--- src/rtl/serial_addsub.sv ---
module serial_addsub #(
  parameter int W = 8
) (
  input  logic         clk,
  input  logic         rst_n,
  input  logic         start,
  input  logic         sub_sel,
  input  logic [W-1:0] a_in,
  input  logic [W-1:0] b_in,
  output logic [W-1:0] result,
  output logic         fin
);
  localparam int CW = $clog2(W + 1);
  localparam int IDLE = 0, LOAD = 1, SHIFT = 2, DONE = 3;

  logic [3:0]    st, nxt;
  logic [1:0]    mode;
  logic [W-1:0]  a_sr, b_sr, res;
  logic [CW-1:0] cnt;
  logic          cy, sub_q, last, bbit, sum, cout, clr;

  assign clr  = st[IDLE];
  assign last = st[SHIFT] && (cnt == CW'(W - 1));
  assign mode = st[LOAD] ? 2'b11 : (st[SHIFT] ? 2'b01 : 2'b00);
  assign bbit = b_sr[0] ^ sub_q;
  assign sum  = a_sr[0] ^ bbit ^ cy;
  assign cout = (a_sr[0] & bbit) | (a_sr[0] & cy) | (bbit & cy);
  assign fin    = st[DONE];
  assign result = res;

  always_comb begin
    nxt = '0;
    case (1'b1)
      st[IDLE]:  if (start) nxt[LOAD] = 1'b1; else nxt[IDLE] = 1'b1;
      st[LOAD]:  nxt[SHIFT] = 1'b1;
      st[SHIFT]: if (last) nxt[DONE] = 1'b1; else nxt[SHIFT] = 1'b1;
      st[DONE]:  if (start) nxt[DONE] = 1'b1; else nxt[IDLE] = 1'b1;
      default:   nxt[IDLE] = 1'b1;
    endcase
  end

  always_ff @(posedge clk or negedge rst_n)
    if (!rst_n) st <= 4'b0001;
    else        st <= nxt;

  always_ff @(posedge clk or negedge rst_n)
    if (!rst_n) begin
      a_sr <= '0;
      b_sr <= '0;
      res  <= '0;
    end else begin
      case (mode)
        2'b11: begin
          a_sr <= a_in;
          b_sr <= b_in;
          res  <= '0;
        end
        2'b01: begin
          a_sr <= a_sr >> 1;
          b_sr <= b_sr >> 1;
          res  <= {sum, res[W-1:1]};
        end
        default: ;
      endcase
    end

  always_ff @(posedge clk or negedge rst_n)
    if (!rst_n) begin
      cy    <= 1'b0;
      sub_q <= 1'b0;
      cnt   <= '0;
    end else begin
      if (clr)            cy <= 1'b0;
      else if (st[LOAD])  cy <= sub_sel;
      else if (st[SHIFT]) cy <= cout;
      if (st[LOAD]) sub_q <= sub_sel;
      if (clr)            cnt <= '0;
      else if (st[SHIFT]) cnt <= cnt + 1'b1;
    end

  AST_ONE_HOT: assert property (@(posedge clk) disable iff (!rst_n) $countones(st) == 1);
  AST_IDLE_WAIT: assert property (@(posedge clk) disable iff (!rst_n) (st[IDLE] && !start) |=> (st[IDLE] && !fin));
  AST_START_LOAD: assert property (@(posedge clk) disable iff (!rst_n) (st[IDLE] && start) |=> st[LOAD]);
  AST_CARRY_INIT: assert property (@(posedge clk) disable iff (!rst_n) st[LOAD] |=> (cy == $past(sub_sel)));
  AST_FIN_COUNT: assert property (@(posedge clk) disable iff (!rst_n) fin |-> (cnt == CW'(W)));
  AST_DONE_HOLD: assert property (@(posedge clk) disable iff (!rst_n) (fin && start) |=> (fin && $stable(res)));
  AST_FIN_DROP: assert property (@(posedge clk) disable iff (!rst_n) (fin && !start) |=> !fin);
endmodule

--- config.mk ---
export PLATFORM = sky130hd
export DESIGN_NAME = serial_addsub
export DESIGN_NICKNAME = d
export VERILOG_FILES = /design/src/rtl/serial_addsub.sv
export SDC_FILE = /design/constraint.sdc
export NUM_CORES = 1
export LEC_CHECK = 0
export BUFFER_PORTS_ARGS = -buffer_cell sky130_fd_sc_hd__buf_4
export CORE_MARGIN = 2
export CORE_UTILIZATION = 35
export DETAILED_ROUTE_END_ITERATION = 10
export PLACE_DENSITY = 0.63
export SLEW_MARGIN = 20
export SYNTH_ARGS = -nofsm -noshare
export SYNTH_HDL_FRONTEND = slang
export SYNTH_SLANG_ARGS = --single-unit
--- constraint.sdc ---
create_clock -name clk -period 2.15 [get_ports clk]
set_input_delay 0.215 -clock clk [delete_from_list [all_inputs] [get_ports clk]]
set_output_delay 0.215 -clock clk [all_outputs]
set_load 0.005 [all_outputs]
==> results_dict.tcl <==
set metrics [dict create \
    cap_violations 0 \
    die_height_um 70.6 \
    grt_antenna_before_repair 0 \
    syn-instance-count 134 \
    synth_area_um2 1550 \
    cp.arrival_ps 1600 \
    grt_pass1_wl_mm 4.87 \
    ys_warn_count 0 \
    critical_path_class "reg2reg" \
    root_buffer "clkbuf_8" \
    routabilityCongestion 0.726 \
    post-cts-setup-buffer-count 0 \
    setup_tns_ps 0 \
    place_hpwl_mm 1.95 \
    grt_max_degree 35 \
    crit_fanout 27 \
    dieArea_um2 4980 \
    skew_ps 3.14 \
    grt_usage_pct 12.5 \
    cp_slowest_cell "dfrtp_1" \
    routedWlPerCell_um 13.3 \
    layout.nets 185 \
    hp-class "in2reg" \
    io_buffers 28 \
    num_io_pins 29 \
    p_total_mw 2.21 \
    synth-edff-count 0 \
    routed_wl_mm 2.87 \
    fin_crit_sh_pct 66.8 \
    setup_violations 0 \
    viasPerCell 4.84 \
    hold_viol 0 \
    timing.final.ws_setup_ps 713 \
    path_buf_inv 1 \
    synth_top_cell_area_share_pct 53.3 \
    powerDensity_nw_per_um2 1190 \
    outcome "finished, final reports clean" \
    synth_area_per_cell_um2 11.6 \
    path_cells "buf_4, nor2b_1, a211oi_2" \
    die_width_um 70.6 \
    synth_most_common_cell "dfrtp_1" \
    ys_types 31 \
    min_period_ps 1440 \
    synthTopCellsByCount "33 x dfrtp_1, 24 x mux2i_1, 15 x nand2_1, 15 x o21ai_0, 13 x nor2_1" \
    clk_pin_slew_ps 70 \
    first_pass_iters 4 \
    ir_worst_vdd_mv 0.460 \
    crit_family "flip-flops" \
    drt_iter0_drc 50 \
    ys_seq_area_share_pct 55.0 \
    synth_seq_cells 34 \
    hold_buffers 1 \
    syn_nets 156 \
    endpoint_kind "register" \
    areaGrowthSynthToFinish_pct 20.0 \
    max_freq_ghz 0.696 \
    coreArea_um2 4320 \
    grt_pass1_vias 1023 \
    ant_nets 0 \
    worstMarginPinSlew_ps 578 \
    clock-sinks 34 \
    slew_violations 0 \
    synth_flop_cell "dfrtp_1" \
    slew_headroom_pct 61.4 \
    numCtsBuffers 5 \
    cts_buffer_depth 2 \
    vias 1046 \
    async_reset_ff_share_pct 100 \
    required_ps 2320 \
    grt_overflow 0 \
    yosysTopAreaCell "dfrtp_1" \
    drc 0 \
    rsz0062_at_grt "no" \
    start_util_pct 35.9 \
    cts_max_level 2 \
    pre_cts_slack_ps 696 \
    rows 24 \
    start_kind "register" \
    power_leakage_nw 0.842 \
    slowest_delay_ps 710 \
    drive_above_1_share_pct 25.6 \
    cts_tree "done" \
    cts_resized 0 \
    synth_area_leaders "dfrtp_1 53%, mux2i_1 15%, o21ai_0 4.8%" \
    clk_latency_ps 280 \
    diodes 0 \
]
cells in the final DEF (no fill, tap or decap), drive strengths merged, types with 2 or more instances in the layout:
cell    instances
dfrtp          33
buf            31
mux2i          24
o21ai          16
nand2          15
nor2           13
clkbuf          8
nand3b          2
a21oi           2
nor2b           2
mux2            2
cell type report:
class                           count  area (um^2)
Sequential cell                    34          852
Fill cell                         455         2460
Inverter                            1         3.75
Multi-Input combinational cell     89          617
Clock buffer                        8         80.1
Tap cell                           52         65.1
Timing Repair Buffer               32          243
report_power, final:
| group | leakage [nW] | internal (mW) | switching [mW] | total (mW) |
|---|---|---|---|---|
| registers | 0.440 | 0.867 | 0.209 | 1.08 |
| logic | 0.363 | 0.360 | 0.337 | 0.697 |
| clock network | 0.0395 | 0.230 | 0.211 | 0.441 |
worst paths after layout:
kind	slack, ps	start	cells after the start	end
max in group asynchronous	1390	rst_n	2	st[0]$_DFF_PN1_
min in group asynchronous	420	rst_n	2	result[1]$_DFFE_PN0P_
min reg2reg	510	a_sr[7]$_DFFE_PN0P_	1	a_sr[7]$_DFFE_PN0P_
max	710	st[1]$_DFF_PN0_	3	cy$_DFFE_PN0P_
min	140	b_in[4]	3	b_sr[4]$_DFFE_PN0P_
max reg2reg	710	st[1]$_DFF_PN0_	3	cy$_DFFE_PN0P_
state kept, by name (all words and copies together) (netlist names):
signal / count
a_sr: 8
b_sr: 8
cnt: 4
cy: 1
result: 8
st: 4
sub_q: 1
kinds of logic after synthesis:
group	after synthesis	share of synthesized area, %
DFF	34	55.0
adders and majority gates	2	2.10
and+or+nand+nor	35	9.77
xor gates and xnor gates	2	1.13
muxes	26	16.9
AOI/OAI and AO/OA	24	9.85
buffers and inverters	11	5.25
worst register-to-register path, stage by stage (launching register included):
cell,delay (ps)
dfrtp_1,710
buf_4,360
nor2b_1,190
a211oi_2,60
metrics by stage:
| stage | hold slack, ps | std cells | cell area, um^2 | utilization, % |
|---|---|---|---|---|
| 2_1_floorplan | -80.6 | 134 | 1550 | - |
| 3_3_place_gp | 179 | 207 | 1770 | 40.9 |
| 3_5_place_dp | 187 | 207 | 1770 | 40.9 |
| 4_1_cts | 132 | 216 | 1860 | 43.0 |
| 5_1_grt | 139 | 216 | 1860 | 43.0 |
| 6_report | 137 | 216 | 1860 | 43.0 |
routing by layer:
| layer | vias to the layer above | track usage, % | share of wire, % |
|---|---|---|---|
| li1 | 512 | - | - |
| met1 | 502 | 16.9 | 47 |
| met2 | 26 | 18.9 | 46 |
| met3 | 6 | 4.27 | 5.4 |
| met4 | 0 | 4.40 | 1.6 |
| met5 | - | 0 | 0 |
No activity file was read; power rests on OpenSTA's default activity.
